===== config.mk =====
export PLATFORM = sky130hd
export DESIGN_NAME = cmdq_fetch
export DESIGN_NICKNAME = d
export VERILOG_FILES = /design/src/rtl/cmdq_fetch_pkg.sv /design/src/rtl/cmdq_regs.sv /design/src/rtl/cmdq_seq.sv /design/src/rtl/cmdq_asm.sv /design/src/rtl/cmdq_fetch.sv
export SDC_FILE = /design/constraint.sdc
export NUM_CORES = 1
export LEC_CHECK = 0
export BUFFER_PORTS_ARGS = -buffer_cell sky130_fd_sc_hd__buf_2
export CORE_MARGIN = 10
export CORE_UTILIZATION = 45
export DETAILED_ROUTE_END_ITERATION = 6
export PLACE_DENSITY = 0.81
export SLEW_MARGIN = 20
export SYNTH_ARGS = -nofsm -noshare
export SYNTH_HDL_FRONTEND = slang
export SYNTH_SLANG_ARGS = --single-unit

===== constraint.sdc =====
create_clock -name clk_i -period 3 [get_ports clk_i]
set_input_delay 0.15 -clock clk_i [delete_from_list [all_inputs] [get_ports clk_i]]
set_output_delay 0.15 -clock clk_i [all_outputs]
set_load 0.01 [all_outputs]

===== src/rtl/cmdq_fetch_pkg.sv =====
package cmdq_fetch_pkg;
  localparam int unsigned CMD_WORDS  = 4;
  localparam int unsigned WORD_W     = 64;
  localparam int unsigned CMD_BYTES  = CMD_WORDS * WORD_W / 8;
  localparam int unsigned PAGE_LG    = 12;
  localparam int unsigned ALIGN_LG   = 5;
  localparam int unsigned VALID_BIT  = 63;

  typedef enum logic [1:0] {
    RA_CTRL = 2'd0,
    RA_BASE = 2'd1,
    RA_WOFF = 2'd2,
    RA_ROFF = 2'd3
  } reg_sel_e;

  typedef enum logic [1:0] {
    S_IDLE,
    S_REQ,
    S_WAIT,
    S_OUT
  } fetch_st_e;
endpackage


===== src/rtl/cmdq_regs.sv =====
module cmdq_regs
  import cmdq_fetch_pkg::*;
#(
  parameter int unsigned ADDR_W = 40,
  parameter int unsigned SIZE_W = 8,
  localparam int unsigned OFF_W = SIZE_W + PAGE_LG
) (
  input  logic              clk_i,
  input  logic              rst_ni,
  input  logic              we_i,
  input  logic [1:0]        addr_i,
  input  logic [63:0]       wdata_i,
  output logic [63:0]       rdata_o,
  input  logic              adv_i,
  output logic [ADDR_W-1:0] base_o,
  output logic [OFF_W-1:0]  roff_o,
  output logic [OFF_W:0]    qlen_o,
  output logic              start_ok_o,
  output logic              idle_o,
  output logic              err_o
);
  logic                     en_q, valid_q, err_q;
  logic [ADDR_W-PAGE_LG-1:0] pg_q;
  logic [SIZE_W-1:0]        size_q;
  logic [OFF_W-1:0]         woff_q, roff_q;
  logic [SIZE_W:0]          npages;
  logic [OFF_W:0]           wr_aligned, roff_sum;
  logic                     wr_high;

  assign npages     = {1'b0, size_q} + 1'b1;
  assign qlen_o     = {npages, {PAGE_LG{1'b0}}};
  assign wr_aligned = {wdata_i[OFF_W:ALIGN_LG], {ALIGN_LG{1'b0}}};
  assign wr_high    = |wdata_i[63:OFF_W+1];
  assign roff_sum   = {1'b0, roff_q} + (OFF_W+1)'(CMD_BYTES);

  always_ff @(posedge clk_i or negedge rst_ni) begin
    if (!rst_ni) begin
      en_q    <= 1'b0;
      valid_q <= 1'b0;
      pg_q    <= '0;
      size_q  <= '0;
      woff_q  <= '0;
      err_q   <= 1'b0;
    end else if (we_i) begin
      unique case (reg_sel_e'(addr_i))
        RA_CTRL: en_q <= wdata_i[0];
        RA_BASE: begin
          valid_q <= wdata_i[VALID_BIT];
          pg_q    <= wdata_i[ADDR_W-1:PAGE_LG];
          size_q  <= wdata_i[SIZE_W-1:0];
        end
        RA_WOFF: begin
          woff_q <= wr_aligned[OFF_W-1:0];
          if (wr_high || wr_aligned >= qlen_o) err_q <= 1'b1;
        end
        default: ;
      endcase
    end
  end

  // consumer offset: moves only on acceptance, wraps at ring end
  always_ff @(posedge clk_i or negedge rst_ni) begin
    if (!rst_ni)     roff_q <= '0;
    else if (adv_i)  roff_q <= (roff_sum >= qlen_o) ? '0 : roff_sum[OFF_W-1:0];
  end

  always_comb begin
    rdata_o = '0;
    unique case (reg_sel_e'(addr_i))
      RA_CTRL: rdata_o[0] = en_q;
      RA_BASE: begin
        rdata_o[VALID_BIT]          = valid_q;
        rdata_o[ADDR_W-1:PAGE_LG]   = pg_q;
        rdata_o[SIZE_W-1:0]         = size_q;
      end
      RA_WOFF: rdata_o[OFF_W-1:0] = woff_q;
      RA_ROFF: rdata_o[OFF_W-1:0] = roff_q;
      default: ;
    endcase
  end

  assign base_o     = {pg_q, {PAGE_LG{1'b0}}};
  assign roff_o     = roff_q;
  assign idle_o     = (roff_q == woff_q);
  assign err_o      = err_q;
  assign start_ok_o = en_q && valid_q && !err_q && !idle_o;
endmodule


===== src/rtl/cmdq_seq.sv =====
module cmdq_seq
  import cmdq_fetch_pkg::*;
#(
  parameter int unsigned ADDR_W = 40,
  parameter int unsigned OFF_W  = 20,
  localparam int unsigned IDX_W = $clog2(CMD_WORDS)
) (
  input  logic              clk_i,
  input  logic              rst_ni,
  input  logic              start_ok_i,
  input  logic              err_i,
  input  logic [ADDR_W-1:0] base_i,
  input  logic [OFF_W-1:0]  roff_i,
  output logic              mem_req_o,
  output logic [ADDR_W-1:0] mem_addr_o,
  input  logic              mem_gnt_i,
  input  logic              mem_rvalid_i,
  output logic              load_o,
  output logic [IDX_W-1:0]  idx_o,
  output logic              cmd_valid_o,
  input  logic              cmd_ready_i,
  output logic              adv_o
);
  fetch_st_e        st_q, st_d;
  logic [IDX_W-1:0] idx_q, idx_d;

  always_comb begin
    st_d  = st_q;
    idx_d = idx_q;
    unique case (st_q)
      S_IDLE: if (start_ok_i) begin
        st_d  = S_REQ;
        idx_d = '0;
      end
      S_REQ:  if (mem_gnt_i && !err_i) st_d = S_WAIT;
      S_WAIT: if (mem_rvalid_i) begin
        if (idx_q == IDX_W'(CMD_WORDS - 1)) st_d = S_OUT;
        else begin
          st_d  = S_REQ;
          idx_d = idx_q + 1'b1;
        end
      end
      S_OUT:  if (cmd_ready_i) st_d = S_IDLE;
      default: st_d = S_IDLE;
    endcase
  end

  always_ff @(posedge clk_i or negedge rst_ni) begin
    if (!rst_ni) begin
      st_q  <= S_IDLE;
      idx_q <= '0;
    end else begin
      st_q  <= st_d;
      idx_q <= idx_d;
    end
  end

  assign mem_req_o   = (st_q == S_REQ) && !err_i;
  assign mem_addr_o  = base_i + ADDR_W'(roff_i) + ADDR_W'({idx_q, 3'b000});
  assign load_o      = (st_q == S_WAIT) && mem_rvalid_i;
  assign idx_o       = idx_q;
  assign cmd_valid_o = (st_q == S_OUT);
  assign adv_o       = cmd_valid_o && cmd_ready_i;
endmodule


===== src/rtl/cmdq_asm.sv =====
module cmdq_asm
  import cmdq_fetch_pkg::*;
#(
  localparam int unsigned IDX_W = $clog2(CMD_WORDS)
) (
  input  logic                        clk_i,
  input  logic                        rst_ni,
  input  logic                        load_i,
  input  logic [IDX_W-1:0]            idx_i,
  input  logic [WORD_W-1:0]           rdata_i,
  output logic [CMD_WORDS*WORD_W-1:0] cmd_o
);
  for (genvar g = 0; g < CMD_WORDS; g++) begin : g_word
    logic [WORD_W-1:0] word_q;
    always_ff @(posedge clk_i or negedge rst_ni) begin
      if (!rst_ni)                                    word_q <= '0;
      else if (load_i && idx_i == IDX_W'(g))          word_q <= rdata_i;
    end
    assign cmd_o[g*WORD_W +: WORD_W] = word_q;
  end
endmodule


===== src/rtl/cmdq_fetch.sv =====
module cmdq_fetch
  import cmdq_fetch_pkg::*;
#(
  parameter int unsigned ADDR_W = 40,
  parameter int unsigned SIZE_W = 8,
  localparam int unsigned OFF_W = SIZE_W + PAGE_LG,
  localparam int unsigned CMD_W = CMD_WORDS * WORD_W,
  localparam int unsigned IDX_W = $clog2(CMD_WORDS)
) (
  input  logic              clk_i,
  input  logic              rst_ni,
  input  logic              reg_we_i,
  input  logic [1:0]        reg_addr_i,
  input  logic [63:0]       reg_wdata_i,
  output logic [63:0]       reg_rdata_o,
  output logic              mem_req_o,
  output logic [ADDR_W-1:0] mem_addr_o,
  input  logic              mem_gnt_i,
  input  logic              mem_rvalid_i,
  input  logic [63:0]       mem_rdata_i,
  output logic              cmd_valid_o,
  input  logic              cmd_ready_i,
  output logic [CMD_W-1:0]  cmd_o,
  output logic              idle_o,
  output logic              err_o
);
  logic [ADDR_W-1:0] base;
  logic [OFF_W-1:0]  rd_off;
  logic [OFF_W:0]    q_len;
  logic              start_ok, adv, load;
  logic [IDX_W-1:0]  idx;

  cmdq_regs #(.ADDR_W(ADDR_W), .SIZE_W(SIZE_W)) regs_i (
    .clk_i, .rst_ni,
    .we_i(reg_we_i), .addr_i(reg_addr_i), .wdata_i(reg_wdata_i), .rdata_o(reg_rdata_o),
    .adv_i(adv), .base_o(base), .roff_o(rd_off), .qlen_o(q_len),
    .start_ok_o(start_ok), .idle_o(idle_o), .err_o(err_o)
  );

  cmdq_seq #(.ADDR_W(ADDR_W), .OFF_W(OFF_W)) seq_i (
    .clk_i, .rst_ni,
    .start_ok_i(start_ok), .err_i(err_o), .base_i(base), .roff_i(rd_off),
    .mem_req_o, .mem_addr_o, .mem_gnt_i, .mem_rvalid_i,
    .load_o(load), .idx_o(idx),
    .cmd_valid_o, .cmd_ready_i, .adv_o(adv)
  );

  cmdq_asm asm_i (
    .clk_i, .rst_ni,
    .load_i(load), .idx_i(idx), .rdata_i(mem_rdata_i), .cmd_o
  );
endmodule


==> impl_metrics.csv <==
group,metric,value,unit
yosys,synth_top_area_frac,0.556,
power,power_per_cell_area,550,nW/um^2
power,leak,10.9,nW
clock_tree,max-clock-path-buffers,3,
clock_tree,clkSlewWorstSetupHoldPaths,60,ps
clock_tree,cts_tree,"yes",
final_layout,multi_input_gate_area_in_the_final_layout,6380,um^2
power,power.share.switching,0.276,
clock_tree,htreeDepth,2,
timing,final.setup.tns,-288,ps
timing,worst_slew_margin_rel,0.375,
place,buffer_ports.inserted,473,
timing,timing.final.crit_share,1.02,
yosys,ys_dominant_reg_cell,"sky130_fd_sc_hd__dfrtp_1",
floorplan,num_io_pins,500,
floorplan,die_footprint,40600,um^2
yosys,synth-seq-area-share,0.556,
timing,holdWs,46.1,ps
routing,drc,0,
timing,timing.final.crit_period,3060,ps
yosys,yosys.cell_count.top_type,"sky130_fd_sc_hd__dfrtp_1",
timing,layout_setup_ws,-63.8,ps
global_routing,use_met1,0.259,
timing,fmaxAchievable,0.326,GHz
worst_setup_path,worstPathRequired,2850,ps
routing,detailroute.via_count,11500,
final_layout,regArea,8230,um^2
power,vdd_ir_drop_max,0.536,mV
yosys,synthesis.area_per_instance,13.5,um^2
power,p_switching,3.09,mW
worst_setup_path,worst-setup-path-type,"register to primary output",
floorplan,die_height,201,um
floorplan,row_cnt,66,
clock_tree,cts.sink_count,329,
timing,timing_worst_slew_pin_value,935,ps
clock_tree,root_buffer,"sky130_fd_sc_hd__clkbuf_16",
timing,rsz0062_at_grt,"true",
timing,fin_worst_skew,22.3,ps
final_layout,layout.nets,1866,
flow_run,drv_cap,0,
status,violations,"negative setup slack",
yosys,postSynthCellCount,1093,
routing,drt-wirelength-per-cell,23.6,um
yosys,synth-edff-count,0,
routing,post_drt_via_cell_ratio,5.31,
worst_setup_path,critical_path_sink_type,"primary output",
yosys,proportion_of_synthesized_flip_flops_having_asynchronous_set_or_reset,1.00,
final_layout,layout-drive-gt1-share,0.543,
min_path,hold_path_class,"input pin to register",
clock_tree,inserted_clock_buffers,36,
power,pwr-share-clk,0.390,
timing,timing.final.hold_violations,0,
yosys,synth_cell_types,57,
global_routing,antenna_found_initial,3,
global_routing,grt_pass1_wl,77800,um
global_routing,grt_most_used_layer,"met2",
timing,number_of_max_slew_violations_in_the_final_report,0,
final_layout,syn_to_final_growth,37.2,%
yosys,synthesis_stage_register_bit_count,329,
final_layout,final_design_area_no_fill,20300,um^2
worst_setup_path,critical_path.max_fanout,5,
place,placed_wire_length_estimate_after_detailed_placement,36200,um
power,pwr-share-seq,0.446,
clock_tree,insertion_delay,530,ps
floorplan,design.core.area,32500,um^2
global_routing,grt_overflow_total,0,
timing,final-setup-viol-count,12,
routing,detail_route.iter0.violations,509,
global_routing,groute.layer.met2.usage,0.426,
floorplan,starting_density_of_the_core,0.455,
yosys,synth_top_area_cell,"sky130_fd_sc_hd__dfrtp_1",
yosys,synthTopCellsByCount,"sky130_fd_sc_hd__dfrtp_1 (329), sky130_fd_sc_hd__mux2_2 (319), sky130_fd_sc_hd__clkbuf_1 (50)",
routing,routed_wirelength,51100,um
worst_setup_path,worst_ep_arrival_time,2910,ps
global_routing,grtUsageTotal,0.241,
power,p_int,8.09,mW
global_routing,vias_in_the_first_global_route,12700,
power,report.power.total,11.2,mW
status,status,"finished, violations left",
place,routabilityCongestion,0.923,
power,power.share.combinational,0.164,
global_routing,groute.layer.met3.usage,0.0895,
place,dpl_cell_area,17800,um^2
global_routing,pin_count_of_the_biggest_net_entering_global_routing,88,
yosys,yosys_warnings,0,
yosys,synthTopCellsByArea,"sky130_fd_sc_hd__dfrtp_1 (56%), sky130_fd_sc_hd__mux2_2 (24%), sky130_fd_sc_hd__ha_1 (2.7%)",
worst_setup_path,start_kind,"register",
final_layout,fill_cells,2345,
floorplan,chipWidth,201,um
routing,final_antenna_net_count,0,
yosys,synth_cell_area,14800,um^2
worst_setup_path,rrSetupSlack,-50,ps
routing,drtPass1Iterations,4,
## per-layer routing
layer | wire [um] | up-vias
met5 | 0 | -
met4 | 1910 | 0
met3 | 5260 | 119
met2 | 25900 | 603
met1 | 18000 | 5724
li1 | - | 5058
## logic make-up after synthesis
| logic type | count (synthesis) | synth area share |
|---|---|---|
| adder cells (fa/ha/maj) | 32 | 0.0270 |
| AND/OR/NAND/NOR | 178 | 0.0646 |
| XOR/XNOR | 56 | 0.0331 |
| AO/OA/AOI/OAI | 72 | 0.0379 |
| flip-flops | 329 | 0.556 |
| other | 1 | 0.000253 |
| multiplexers | 324 | 0.246 |
| buffers and inverters | 101 | 0.0350 |
## layout make-up
cell class / count / area share
sequential: 329 / 0.405
multi-input combinational: 688 / 0.314
timing repair buffer: 629 / 0.192
clock buffer: 46 / 0.0502
tap: 442 / 0.0272
clock inverter: 16 / 0.00782
inverter: 14 / 0.00259
antenna: 3 / 0.000370
## power by group through the flow
stage / Sequential [mW] / Clock [mW] / Combinational (mW)
floorplan: 5.04 / 0 / 0.817
global placement: 5.02 / 0 / 1.58
detailed placement: 5.04 / 0 / 1.63
CTS: 4.97 / 4.42 / 1.78
global route: 5.02 / 4.63 / 1.98
finish: 4.99 / 4.36 / 1.83
## critical path, stage by stage, from the launching register on
cell and delay (ps):
sky130_fd_sc_hd__dfrtp_1 370, sky130_fd_sc_hd__buf_4 170, sky130_fd_sc_hd__ha_4 290, sky130_fd_sc_hd__nand3_1 150, sky130_fd_sc_hd__nor2_4 160, sky130_fd_sc_hd__o2111ai_4 220, sky130_fd_sc_hd__a2111o_1 520, sky130_fd_sc_hd__or3_1 330
sky130_fd_sc_hd__nand2_1 70, sky130_fd_sc_hd__buf_2 130
## registers in the layout (all words and copies together) (netlist names), 2 cells and up
signal / flops
regs_i.woff_q: 15
regs_i.roff_o: 15
regs_i.pg_q: 28
seq_i.st_q: 2
seq_i.idx_o: 2
regs_i.size_q: 8
asm_i.g_word.word_q: 256
## final timing paths
path                       cells after the start                        from                    endpoint
max in group asynchronous                      3                      rst_ni  asm_i.g_word[1].word_q[11]
min in group asynchronous                      2                      rst_ni            regs_i.roff_o[6]
max reg2reg                                   10            regs_i.roff_o[6]           regs_i.roff_o[11]
min reg2reg                                    1  asm_i.g_word[2].word_q[11]  asm_i.g_word[2].word_q[11]
max                                            9           regs_i.roff_o[14]              mem_addr_o[26]
min                                            3                 cmd_ready_i           regs_i.roff_o[19]
## what timing repair did
item,CTS,global route
resized for setup,12,17
endpoints found under the setup margin,35,32
endpoints found under the hold margin,370,0
hold buffers,107,0
setup buffers,5,2
pin swaps,7,12
## placed cells by master (no fill, tap or decap), types with 6 or more instances in the layout
cell type                         n
sky130_fd_sc_hd__nor4_1          16
sky130_fd_sc_hd__and3_1           6
sky130_fd_sc_hd__buf_4           41
sky130_fd_sc_hd__dlygate4sd3_1  107
sky130_fd_sc_hd__conb_1          26
sky130_fd_sc_hd__clkinv_2         7
sky130_fd_sc_hd__ha_1            27
sky130_fd_sc_hd__o21ai_0         12
sky130_fd_sc_hd__clkbuf_8         6
sky130_fd_sc_hd__buf_2          472
sky130_fd_sc_hd__xnor2_1         28
sky130_fd_sc_hd__nand3_1         21
sky130_fd_sc_hd__nor2b_1          6
sky130_fd_sc_hd__clkbuf_16       37
sky130_fd_sc_hd__nand2_1         35
sky130_fd_sc_hd__buf_12           7
sky130_fd_sc_hd__dfrtp_1        328
sky130_fd_sc_hd__nand4_1         10
sky130_fd_sc_hd__a22o_1          18
sky130_fd_sc_hd__inv_1           14
sky130_fd_sc_hd__nor2_1          20
sky130_fd_sc_hd__mux2_2         319
sky130_fd_sc_hd__and2_1          27
sky130_fd_sc_hd__xor2_1          28
## metrics by stage
stage	std cells	setup WS, ps	util
6_report	2167	-63.8	0.624
2_1_floorplan	1118	-190	-
5_1_grt	2167	-203	0.624
3_3_place_gp	1988	-43.7	0.547
4_1_cts	2162	-15.3	0.621
3_5_place_dp	1988	-98.2	0.547
Power figures use the tool's default switching activity.
